==> src/rtl/brk_watch_pkg.sv <==
package brk_watch_pkg;

  localparam logic [7:0] CMD_RUN_SOFT = 8'h0D;
  localparam logic [7:0] CMD_RUN_HARD = 8'h0F;
  localparam logic [7:0] CMD_CNT_READ = 8'h10;
  localparam logic [7:0] CMD_CNT_CLR  = 8'h11;
  localparam logic [7:0] CMD_ABORT    = 8'h55;
  localparam logic [7:0] MATCH_BYTE   = 8'hAA;

  typedef enum logic [1:0] {
    ST_IDLE,
    ST_LOAD,
    ST_RUN,
    ST_SEND
  } ctrlState_t;

  // strobes from the control FSM to the datapath
  typedef struct packed {
    logic shiftSoft;
    logic shiftHard;
    logic loadEn;
    logic clrCnt;
    logic snapCnt;
    logic sendMatch;
    logic sendCnt;
  } ctrlStrb_t;

endpackage

==> src/rtl/brk_watch_ctrl.sv <==
module brk_watch_ctrl
  import brk_watch_pkg::*;
#(
  parameter int NUM_BP     = 8,
  parameter int ADDR_BYTES = 2,
  parameter int CNT_BYTES  = 4,
  localparam int CIDX_W    = $clog2(CNT_BYTES + 1)
) (
  input  logic              clk,
  input  logic              rstN,
  input  logic              hostValid,
  input  logic [7:0]        hostByte,
  input  logic              aleFall,
  input  logic              hitSoft,
  input  logic              hitHard,
  output ctrlStrb_t         strb,
  output logic [CIDX_W-1:0] sendIdx,
  output logic              haltReq
);

  localparam int SOFT_BYTES = NUM_BP * ADDR_BYTES;
  localparam int MAX_IDX    = (SOFT_BYTES > CNT_BYTES) ? SOFT_BYTES : CNT_BYTES;
  localparam int IDX_W      = $clog2(MAX_IDX + 1);
  localparam logic [IDX_W-1:0] LAST_SOFT = IDX_W'(SOFT_BYTES);
  localparam logic [IDX_W-1:0] LAST_HARD = IDX_W'(ADDR_BYTES - 1);
  localparam logic [IDX_W-1:0] LAST_CNT  = IDX_W'(CNT_BYTES - 1);

  ctrlState_t state, stateNext;
  logic [IDX_W-1:0] idx, idxNext;
  logic modeSoft, modeNext;
  logic haltNext;
  logic runHit;

  assign runHit  = aleFall && (modeSoft ? hitSoft : hitHard);
  assign sendIdx = idx[CIDX_W-1:0];

  always_comb begin
    strb      = '0;
    stateNext = state;
    idxNext   = idx;
    modeNext  = modeSoft;
    haltNext  = haltReq;
    case (state)
      ST_IDLE: begin
        if (hostValid) begin
          case (hostByte)
            CMD_RUN_SOFT: begin
              stateNext = ST_LOAD;
              modeNext  = 1'b1;
              idxNext   = '0;
            end
            CMD_RUN_HARD: begin
              stateNext = ST_LOAD;
              modeNext  = 1'b0;
              idxNext   = '0;
            end
            CMD_CNT_READ: begin
              stateNext    = ST_SEND;
              idxNext      = '0;
              strb.snapCnt = 1'b1;
            end
            CMD_CNT_CLR: strb.clrCnt = 1'b1;
            default: ;
          endcase
        end
      end
      ST_LOAD: begin
        if (hostValid) begin
          if (modeSoft) begin
            if (idx == LAST_SOFT) begin
              strb.loadEn = 1'b1;
              stateNext   = ST_RUN;
              haltNext    = 1'b0;
            end else begin
              strb.shiftSoft = 1'b1;
              idxNext        = idx + 1'b1;
            end
          end else begin
            strb.shiftHard = 1'b1;
            idxNext        = idx + 1'b1;
            if (idx == LAST_HARD) begin
              stateNext = ST_RUN;
              haltNext  = 1'b0;
            end
          end
        end
      end
      ST_RUN: begin
        // a match in the same cycle as an abort byte wins and is reported
        if (runHit) begin
          strb.sendMatch = 1'b1;
          haltNext       = 1'b1;
          stateNext      = ST_IDLE;
        end else if (hostValid && hostByte == CMD_ABORT) begin
          haltNext  = 1'b1;
          stateNext = ST_IDLE;
        end
      end
      ST_SEND: begin
        strb.sendCnt = 1'b1;
        idxNext      = idx + 1'b1;
        if (idx == LAST_CNT) stateNext = ST_IDLE;
      end
      default: stateNext = ST_IDLE;
    endcase
  end

  always_ff @(posedge clk or negedge rstN) begin
    if (!rstN) begin
      state    <= ST_IDLE;
      idx      <= '0;
      modeSoft <= 1'b0;
      haltReq  <= 1'b0;
    end else begin
      state    <= stateNext;
      idx      <= idxNext;
      modeSoft <= modeNext;
      haltReq  <= haltNext;
    end
  end

endmodule

==> src/rtl/brk_watch_dpath.sv <==
module brk_watch_dpath
  import brk_watch_pkg::*;
#(
  parameter int ADDR_W    = 16,
  parameter int NUM_BP    = 8,
  parameter int CNT_BYTES = 4,
  localparam int CIDX_W   = $clog2(CNT_BYTES + 1)
) (
  input  logic              clk,
  input  logic              rstN,
  input  logic              ale,
  input  logic [ADDR_W-1:0] fetchAddr,
  input  logic [7:0]        hostByte,
  input  ctrlStrb_t         strb,
  input  logic [CIDX_W-1:0] sendIdx,
  output logic              aleFall,
  output logic              hitSoft,
  output logic              hitHard,
  output logic              txValid,
  output logic [7:0]        txByte
);

  localparam int CHAIN_W = NUM_BP * ADDR_W;
  localparam int CNT_W   = 8 * CNT_BYTES;

  logic                aleQ;
  logic [CHAIN_W-1:0]  softChain;
  logic [ADDR_W-1:0]   hardAddr;
  logic [NUM_BP-1:0]   bpEn;
  logic [NUM_BP-1:0]   hitVec;
  logic [CNT_W-1:0]    aleCount;
  logic [CNT_W-1:0]    countSnap;

  assign aleFall = aleQ && !ale;

  // soft addresses shift in a byte at a time; entry 0 ends at the top
  always_ff @(posedge clk or negedge rstN) begin
    if (!rstN) begin
      aleQ      <= 1'b0;
      softChain <= '0;
      hardAddr  <= '0;
      bpEn      <= '0;
    end else begin
      aleQ <= ale;
      if (strb.shiftSoft) softChain <= {softChain[CHAIN_W-9:0], hostByte};
      if (strb.shiftHard) hardAddr  <= {hardAddr[ADDR_W-9:0], hostByte};
      if (strb.loadEn)    bpEn      <= hostByte[NUM_BP-1:0];
    end
  end

  generate
    for (genvar i = 0; i < NUM_BP; i++) begin : g_cmp
      assign hitVec[i] = bpEn[i] &&
        (softChain[(NUM_BP-i)*ADDR_W-1 -: ADDR_W] == fetchAddr);
    end
  endgenerate

  assign hitSoft = |hitVec;
  assign hitHard = (hardAddr == fetchAddr);

  always_ff @(posedge clk or negedge rstN) begin
    if (!rstN) begin
      aleCount  <= '0;
      countSnap <= '0;
    end else begin
      if (strb.clrCnt)  aleCount <= '0;
      else if (aleFall) aleCount <= aleCount + 1'b1;
      if (strb.snapCnt) countSnap <= aleCount;
    end
  end

  always_ff @(posedge clk or negedge rstN) begin
    if (!rstN) begin
      txValid <= 1'b0;
      txByte  <= '0;
    end else begin
      txValid <= strb.sendMatch || strb.sendCnt;
      if (strb.sendMatch)
        txByte <= MATCH_BYTE;
      else if (strb.sendCnt)
        txByte <= countSnap[8*(CNT_BYTES-1-int'(sendIdx)) +: 8];
    end
  end

endmodule

==> src/rtl/brk_watch.sv <==
module brk_watch
  import brk_watch_pkg::*;
#(
  parameter int ADDR_W    = 16,
  parameter int NUM_BP    = 8,
  parameter int CNT_BYTES = 4
) (
  input  logic              clk,
  input  logic              rstN,
  input  logic              ale,
  input  logic [ADDR_W-1:0] fetchAddr,
  input  logic              hostValid,
  input  logic [7:0]        hostByte,
  output logic              haltReq,
  output logic              txValid,
  output logic [7:0]        txByte
);

  localparam int ADDR_BYTES = ADDR_W / 8;
  localparam int CIDX_W     = $clog2(CNT_BYTES + 1);

  ctrlStrb_t         strb;
  logic [CIDX_W-1:0] sendIdx;
  logic              aleFall;
  logic              hitSoft;
  logic              hitHard;

  brk_watch_ctrl #(
    .NUM_BP     (NUM_BP),
    .ADDR_BYTES (ADDR_BYTES),
    .CNT_BYTES  (CNT_BYTES)
  ) ctrl_i (
    .clk       (clk),
    .rstN      (rstN),
    .hostValid (hostValid),
    .hostByte  (hostByte),
    .aleFall   (aleFall),
    .hitSoft   (hitSoft),
    .hitHard   (hitHard),
    .strb      (strb),
    .sendIdx   (sendIdx),
    .haltReq   (haltReq)
  );

  brk_watch_dpath #(
    .ADDR_W    (ADDR_W),
    .NUM_BP    (NUM_BP),
    .CNT_BYTES (CNT_BYTES)
  ) dpath_i (
    .clk       (clk),
    .rstN      (rstN),
    .ale       (ale),
    .fetchAddr (fetchAddr),
    .hostByte  (hostByte),
    .strb      (strb),
    .sendIdx   (sendIdx),
    .aleFall   (aleFall),
    .hitSoft   (hitSoft),
    .hitHard   (hitHard),
    .txValid   (txValid),
    .txByte    (txByte)
  );

endmodule

==> config.mk <==
export PLATFORM = sky130hd
export DESIGN_NAME = brk_watch
export DESIGN_NICKNAME = d
export VERILOG_FILES = /design/src/rtl/brk_watch_pkg.sv /design/src/rtl/brk_watch_ctrl.sv /design/src/rtl/brk_watch_dpath.sv /design/src/rtl/brk_watch.sv
export SDC_FILE = /design/constraint.sdc
export NUM_CORES = 1
export LEC_CHECK = 0
export BUFFER_PORTS_ARGS = -buffer_cell sky130_fd_sc_hd__buf_2
export CAP_MARGIN = 20
export CORE_MARGIN = 4
export CORE_UTILIZATION = 56
export DETAILED_ROUTE_END_ITERATION = 7
export PLACE_DENSITY = 0.86
export SYNTH_ARGS = -nofsm -noshare
export SYNTH_HDL_FRONTEND = slang
export SYNTH_SLANG_ARGS = --single-unit
==> constraint.sdc <==
create_clock -name clk -period 2.55 [get_ports clk]
set_input_delay 0.3825 -clock clk [delete_from_list [all_inputs] [get_ports clk]]
set_output_delay 0.3825 -clock clk [all_outputs]
set_load 0.005 [all_outputs]
Yosys cells after proc, flatten, opt, wreduce, memory -nomap -nowiden --
Index checks and enable logic that the tools add are counted. W data, S select, Z words.
Word-level totals: bits of input ports 28, logic and storage cells 114, output and inout port bits 10, flip-flop bits (word level) 235
Cells by class: reduce and logical (&&, ||, !) cells 26, shift-type cells 1, multiplexer cells 43, eq/ne operators 29, add/subtract/negate cells 3
Operators with widths (number):
- $eq A16 B16 Y1 | 9
- $mux W32 | 2
- $add A32 B1 Y32 const B | 1
- $shiftx A32 B32 Y8 | 1
- $mux W5 | 5
- $mux W2 | 10
- $mux W1 | 17
- $eq A8 B4 Y1 const B | 2
- $eq A8 B5 Y1 const B | 2
- $mux W8 | 2
- $pmux W5 S3 | 1
- $logic_and A1 B1 Y1 | 11
- $reduce_and A5 Y1 | 2
- $ne A3 B3 Y1 const B | 3
- $eq A8 B7 Y1 const B | 1
- $pmux W2 S4 | 1
- $reduce_bool A2 Y1 | 4
- $reduce_or A8 Y1 | 1
- $reduce_and A7 Y1 | 1
- $mux W3 | 2
- $ne A2 B2 Y1 const B | 3
- $ne A3 B1 Y1 const B | 2
- $add A5 B1 Y5 const B | 1
- $eq A5 B1 Y1 const B | 1
- 15 further kinds | 17

Depth between registers and ports, before layout --
depth in word-level cells 8, gate-level depth with buffers 10, depth with buffers taken out 9

Hierarchy --
Synthesis repeated with hierarchy kept, for this count alone.
Unflattened totals: cells, all modules 911, area total of the unflattened synthesis 11423.5 µm²
By module, submodules not included:
- brk_watch_dpath | instances 1, area each 10672.7 µm², cells an instance 823, seq. area each 5655.4 µm²
- brk_watch_ctrl | instances 1, area each 750.7 µm², cells an instance 88, seq. area each 225.2 µm²

Least setup slack after synthesis --
Ideal clock, no wire load.
kind reg-to-reg, from register ctrl_i.idx[0], to register dpath_i.softChain[0], library setup time 0.125 ns, setup slack 0.019 ns, data arrival time 2.406 ns, data required time 2.425 ns, cell stages (with the launch flop) 8, period minus slack after synthesis 2.531 ns, buffers on the path 3, path through dfrtp_1 -> buf_1 -> inv_1 -> ha_1 -> a31oi_1 -> clkbuf_1 -> clkbuf_1 -> mux2_2
On the way: longest elaborated chain between the ends 5
RTL lines:
- start: declaration | line brk_watch_ctrl.sv:29 | logic [IDX_W-1:0] idx, idxNext;
- start signal: assignment | line brk_watch_ctrl.sv:116 | idx <= idxNext;
- $eq A5 B5 Y1 | line brk_watch_ctrl.sv:70 | if (idx == LAST_SOFT) begin
- $mux W1 | line brk_watch_ctrl.sv:70
- $mux W1 | line brk_watch_ctrl.sv:69 | if (modeSoft) begin
- $mux W3 | line brk_watch_ctrl.sv:68 | if (hostValid) begin
- $mux W3 | line brk_watch_ctrl.sv:43 | case (state)
- end signal: assignment | line brk_watch_dpath.sv:45 | if (strb.shiftSoft) softChain <= {softChain[CHAIN_W-9:0], hostByte};
- end: declaration | line brk_watch_dpath.sv:27 | logic [CHAIN_W-1:0] softChain;
No other way between the ends. A chain may end at the register's enable or synchronous reset.

Worst setup path after layout --
from register ctrl_i.state[1], to register dpath_i.aleCount[30]
On the way: longest elaborated chain between the ends 3, elaborated cells on any way between the ends 4, those cells by class mux (2); reduce/logical (2)
RTL lines:
- start: declaration | line brk_watch_ctrl.sv:28 | ctrlState_t state, stateNext;
- start signal: assignment | line brk_watch_ctrl.sv:115 | state <= stateNext;
- $logic_not A2 Y1 * | line brk_watch_ctrl.sv:43
- $mux W2 * | line brk_watch_ctrl.sv:43
- $mux W32 or $reduce_bool A2 Y1 (tied branches)
- end signal: assignment | line brk_watch_dpath.sv:67 | else if (aleFall) aleCount <= aleCount + 1'b1;
- end: declaration | line brk_watch_dpath.sv:31 | logic [CNT_W-1:0] aleCount;
Mark *: on every way between the ends. The rest lies on a longest branch, timed or not.

==> summary.log <==
INFO  run_status     status=completed
INFO  pwr            power_frac_seq=0.475
INFO  global_routing grt_util_all_layers=0.231
INFO  route          route.detailed.vias_per_inst=5.87
INFO  die            die_w=151um
INFO  placed_design  placement.cell_area=12000um2
INFO  sta            final-max-slew-violation-count=0
INFO  global_routing grt_max_degree=65
INFO  pwr            pwr-share-clk=0.368
INFO  clocking       clock_transition_at_the_register_clock_pins_on_the_worst_setup_and_hold_paths_after_cts=0.06ns
INFO  setup_path     timing.critical_path.from=ctrl_i.state[1]
INFO  die            floorplan.core_area=20200um2
INFO  clocking       cts_setup_buffers=0
INFO  route          detailedRoute.firstIterationViolations=514
INFO  final_layout   diodes=0
INFO  sta            report.final.hold_viol_count=0
INFO  pwr            p_sw=2.39mW
INFO  sta            max-slew-margin-rel=0.533
INFO  clocking       clkLatencyLatePin=0.52ns
INFO  setup_path     reg2reg_from=ctrl_i.state[1]
INFO  global_routing first_global_vias=7675
INFO  global_routing top_usage_layer=met2
INFO  global_routing grt_util_met1=0.292
INFO  setup_path     critical_path_class=flop to flop
INFO  yosys          synth_seq_cells=235
INFO  yosys          synthesis.area=11500um2
INFO  global_routing antenna_violations_before_repair=2
INFO  die            ioPinCount=38
INFO  setup_path     worstSetupEndpoint=dpath_i.aleCount[30]
INFO  die            floorplan.die.height=151um
INFO  route          route.detailed.drc=0
INFO  yosys          postSynthCellCount=913
INFO  setup_path     worst_setup_path_start_kind=flop
INFO  placed_design  detailed_place_hpwl=18200um
INFO  route          routed_wirelength=25900um
INFO  hold_path      holdCritPathClass=input pin to flop
INFO  clocking       clk_path_buf_depth=3
INFO  pwr            total_leakage_power=6.16nW
INFO  yosys          yosys_most_used_dff=sky130_fd_sc_hd__dfrtp_1
INFO  pwr            vdd_drop_max=0.547mV
INFO  sta            finalCriticalPeriod=2.42ns
INFO  setup_path     timing.critical_path.to_type=flop
INFO  setup_path     timing.critical_path.required=2.98ns
INFO  clocking       tritoncts=built
INFO  yosys          ys_types=50
INFO  yosys          yosysWarningCount=0
INFO  setup_path     ff_to_ff_path_depth=8
INFO  sta            clock_skew=0.0210ns
INFO  pwr            power_density=693nW/um2
INFO  sta            setup_viol=0
INFO  sta            max_freq=413MHz
INFO  route          num_vias=7321
INFO  yosys          synth_nets=949
INFO  yosys          synth_enable_flop_cells=0
INFO  pwr            power.combinational.fraction=0.156
INFO  die            initial_core_utilization=0.568
INFO  placed_design  placement.io_buffers=37
INFO  yosys          per_instance_average_area_after_synthesis=12.5um2
INFO  setup_path     worst_ep_arrival_time=2.85ns
INFO  setup_path     crit_path_max_fanout=5
INFO  pwr            power_switching_share=0.270
INFO  sta            grt_setup_unrepaired=no
INFO  final_layout   area_added_between_synthesis_and_finish=11.3%
INFO  setup_path     regToRegSetupSlack=0.13ns
INFO  pwr            p_int=6.45mW
INFO  sta            tightest_slew=0.697ns
INFO  setup_path     worstReg2RegEnd=dpath_i.aleCount[30]
INFO  route          antenna_viol_nets_final=0
INFO  global_routing grt_pass1_wl=41100um
INFO  sta            timing.final.crit_share=0.950
INFO  placed_design  routabilityCongestion=0.896
INFO  global_routing grt-ovfl-total=0
INFO  clocking       clk_root_buffer_cell=sky130_fd_sc_hd__clkbuf_16
INFO  final_layout   layout-drive-gt1-share=0.308
INFO  die            fp-row-count=52
INFO  die            fp.dieArea=22800um2
INFO  sta            setup_total_negative_slack=0ns
INFO  run            max_cap_viol_count=0
INFO  global_routing global_route.usage.met3=0.0335
INFO  final_layout   final_cell_area=12700um2
INFO  route          wl_per_cell=20.8um
INFO  clocking       htreeDepth=1
INFO  global_routing globalRouteMet2Util=0.403
INFO  final_layout   finalNetCount=999
INFO  clocking       cts_inserted_buffers=25
INFO  clocking       cts.sinks=235
INFO  yosys          async_flop_share=1.00
INFO  route          drt_first_pass_iters=5
INFO  yosys          synth_sequential_area_ratio=0.514
-- power groups by stage --
stage,Combinational (mW),Sequential [mW],Clock [mW]
floorplan,0.955,4.20,0
global placement,1.32,4.25,0
detailed placement,1.35,4.26,0
CTS,1.38,4.20,3.29
global route,1.52,4.22,3.45
finish,1.38,4.20,3.25
-- critical path, cell delays in order, from the launching register on --
cell	delay, ns
sky130_fd_sc_hd__dfrtp_1	0.42
sky130_fd_sc_hd__inv_1	0.13
sky130_fd_sc_hd__ha_2	0.26
sky130_fd_sc_hd__and4bb_1	0.24
sky130_fd_sc_hd__a31oi_1	0.25
sky130_fd_sc_hd__nor4b_4	0.39
sky130_fd_sc_hd__nand2_1	0.11
sky130_fd_sc_hd__or3_1	0.36
sky130_fd_sc_hd__a21oi_1	0.16
-- metal layers --
layer	vias to the layer above	share of wire
met3	69	0.041
met4	4	0.037
met5	-	0.0010
met2	187	0.51
met1	3793	0.41
li1	3268	-
-- flip-flops by register name (all words and copies together), names as in the netlist --
name	count
ctrl_i.haltReq	1
ctrl_i.idx	5
ctrl_i.state	2
dpath_i.countSnap	32
dpath_i.bpEn	8
dpath_i.hardAddr	16
ctrl_i.modeSoft	1
dpath_i.aleQ	1
dpath_i.txValid	1
dpath_i.aleCount	32
dpath_i.softChain	128
dpath_i.txByte	8
-- how the worst min path moves through the flow --
stage | start | end | depth (start not counted)
floorplan | rstN | ctrl_i.haltReq | 0
global placement | rstN | dpath_i.softChain[113] | 1
detailed placement | rstN | dpath_i.softChain[74] | 1
CTS | ale | dpath_i.aleQ | 1
global route | ale | dpath_i.aleQ | 1
finish | ale | dpath_i.aleQ | 1
-- cells in the mapped netlist, types with 2 or more instances --
cell	n	share of area
sky130_fd_sc_hd__nand3_1	22	0.0096
sky130_fd_sc_hd__clkbuf_1	26	0.0085
sky130_fd_sc_hd__o21ai_1	5	0.0022
sky130_fd_sc_hd__ha_1	8	0.0087
sky130_fd_sc_hd__o22ai_1	6	0.0033
sky130_fd_sc_hd__nand2b_1	3	0.0016
sky130_fd_sc_hd__mux4_2	8	0.016
sky130_fd_sc_hd__nor4_1	24	0.013
sky130_fd_sc_hd__and2_1	8	0.0044
sky130_fd_sc_hd__inv_1	27	0.0089
sky130_fd_sc_hd__a21oi_1	7	0.0031
sky130_fd_sc_hd__nor2_1	38	0.012
sky130_fd_sc_hd__nand2_1	31	0.010
sky130_fd_sc_hd__xor2_1	127	0.097
sky130_fd_sc_hd__xnor2_1	47	0.036
sky130_fd_sc_hd__o211ai_1	2	0.0013
sky130_fd_sc_hd__nor3_1	14	0.0061
sky130_fd_sc_hd__and3_1	6	0.0033
sky130_fd_sc_hd__o21ai_0	7	0.0031
sky130_fd_sc_hd__nand4_1	25	0.014
sky130_fd_sc_hd__or4_1	2	0.0013
sky130_fd_sc_hd__buf_6	14	0.014
sky130_fd_sc_hd__buf_1	4	0.0013
sky130_fd_sc_hd__o221ai_1	4	0.0031
sky130_fd_sc_hd__mux2_2	183	0.18
sky130_fd_sc_hd__nor2b_1	3	0.0016
sky130_fd_sc_hd__dfrtp_1	235	0.51
sky130_fd_sc_hd__a31oi_1	2	0.0011
sky130_fd_sc_hd__buf_4	2	0.0013
sky130_fd_sc_hd__buf_2	2	0.00087
sky130_fd_sc_hd__nor3b_2	2	0.0022
-- stage by stage --
stage	hold WS, ns	total power [mW]	worst slack [ns]	util	instances
6_report	0.0269	8.83	0.128	0.632	1247
5_1_grt	0.0159	9.20	0.0263	0.632	1247
4_1_cts	0.0138	8.87	0.0593	0.632	1247
3_5_place_dp	0.369	5.61	-0.0569	0.596	1205
3_3_place_gp	0.382	5.57	-0.0349	0.596	1205
2_1_floorplan	0.0869	5.15	0.0194	-	913
-- cells in the final DEF, fill, tap and decap left out, types with 2 or more instances in the layout --
cell type,netlist,layout
sky130_fd_sc_hd__dfrtp_1,235,235
sky130_fd_sc_hd__mux2_2,183,183
sky130_fd_sc_hd__xor2_1,127,127
sky130_fd_sc_hd__xnor2_1,47,47
sky130_fd_sc_hd__nor2_1,38,38
sky130_fd_sc_hd__buf_2,2,36
sky130_fd_sc_hd__nand2_1,31,31
sky130_fd_sc_hd__buf_4,2,28
sky130_fd_sc_hd__inv_1,27,27
sky130_fd_sc_hd__nand4_1,25,25
sky130_fd_sc_hd__clkbuf_16,0,25
sky130_fd_sc_hd__nor4_1,24,24
sky130_fd_sc_hd__nand3_1,22,22
sky130_fd_sc_hd__nor3_1,14,14
sky130_fd_sc_hd__mux4_2,8,8
sky130_fd_sc_hd__and2_1,8,8
sky130_fd_sc_hd__clkbuf_1,26,8
sky130_fd_sc_hd__a21oi_1,7,7
sky130_fd_sc_hd__o21ai_0,7,7
sky130_fd_sc_hd__ha_1,8,7
sky130_fd_sc_hd__o22ai_1,6,6
sky130_fd_sc_hd__and3_1,6,6
sky130_fd_sc_hd__o21ai_1,5,5
sky130_fd_sc_hd__buf_12,0,5
sky130_fd_sc_hd__o221ai_1,4,4
sky130_fd_sc_hd__clkinv_2,0,4
sky130_fd_sc_hd__nand2b_1,3,3
sky130_fd_sc_hd__nor2b_1,3,3
sky130_fd_sc_hd__or4_1,2,2
sky130_fd_sc_hd__o211ai_1,2,2
sky130_fd_sc_hd__nor3b_2,2,2
sky130_fd_sc_hd__clkbuf_8,0,2
-- final cells by class --
type | instances | area, um2
Fill cell | 1481 | 7420
Sequential cell | 235 | 5880
Multi-Input combinational cell | 603 | 5190
Clock buffer | 35 | 683
Timing Repair Buffer | 71 | 515
Tap cell | 270 | 338
Inverter | 27 | 101
Clock inverter | 6 | 36.3
-- cells by family after synthesis --
logic type      synth area share
flops                      0.514
compound gates            0.0252
mux                        0.197
buf+inv                   0.0346
fa+ha+maj                0.00874
xor+xnor                   0.133
simple gates              0.0882
-- repair_timing --
item,4_1_cts,5_1_grt
endpoints found under the setup margin,0,11
gates resized for setup,0,1
endpoints found under the hold margin,59,0
hold buffers,1,0
Power figures use the tool's default switching activity.
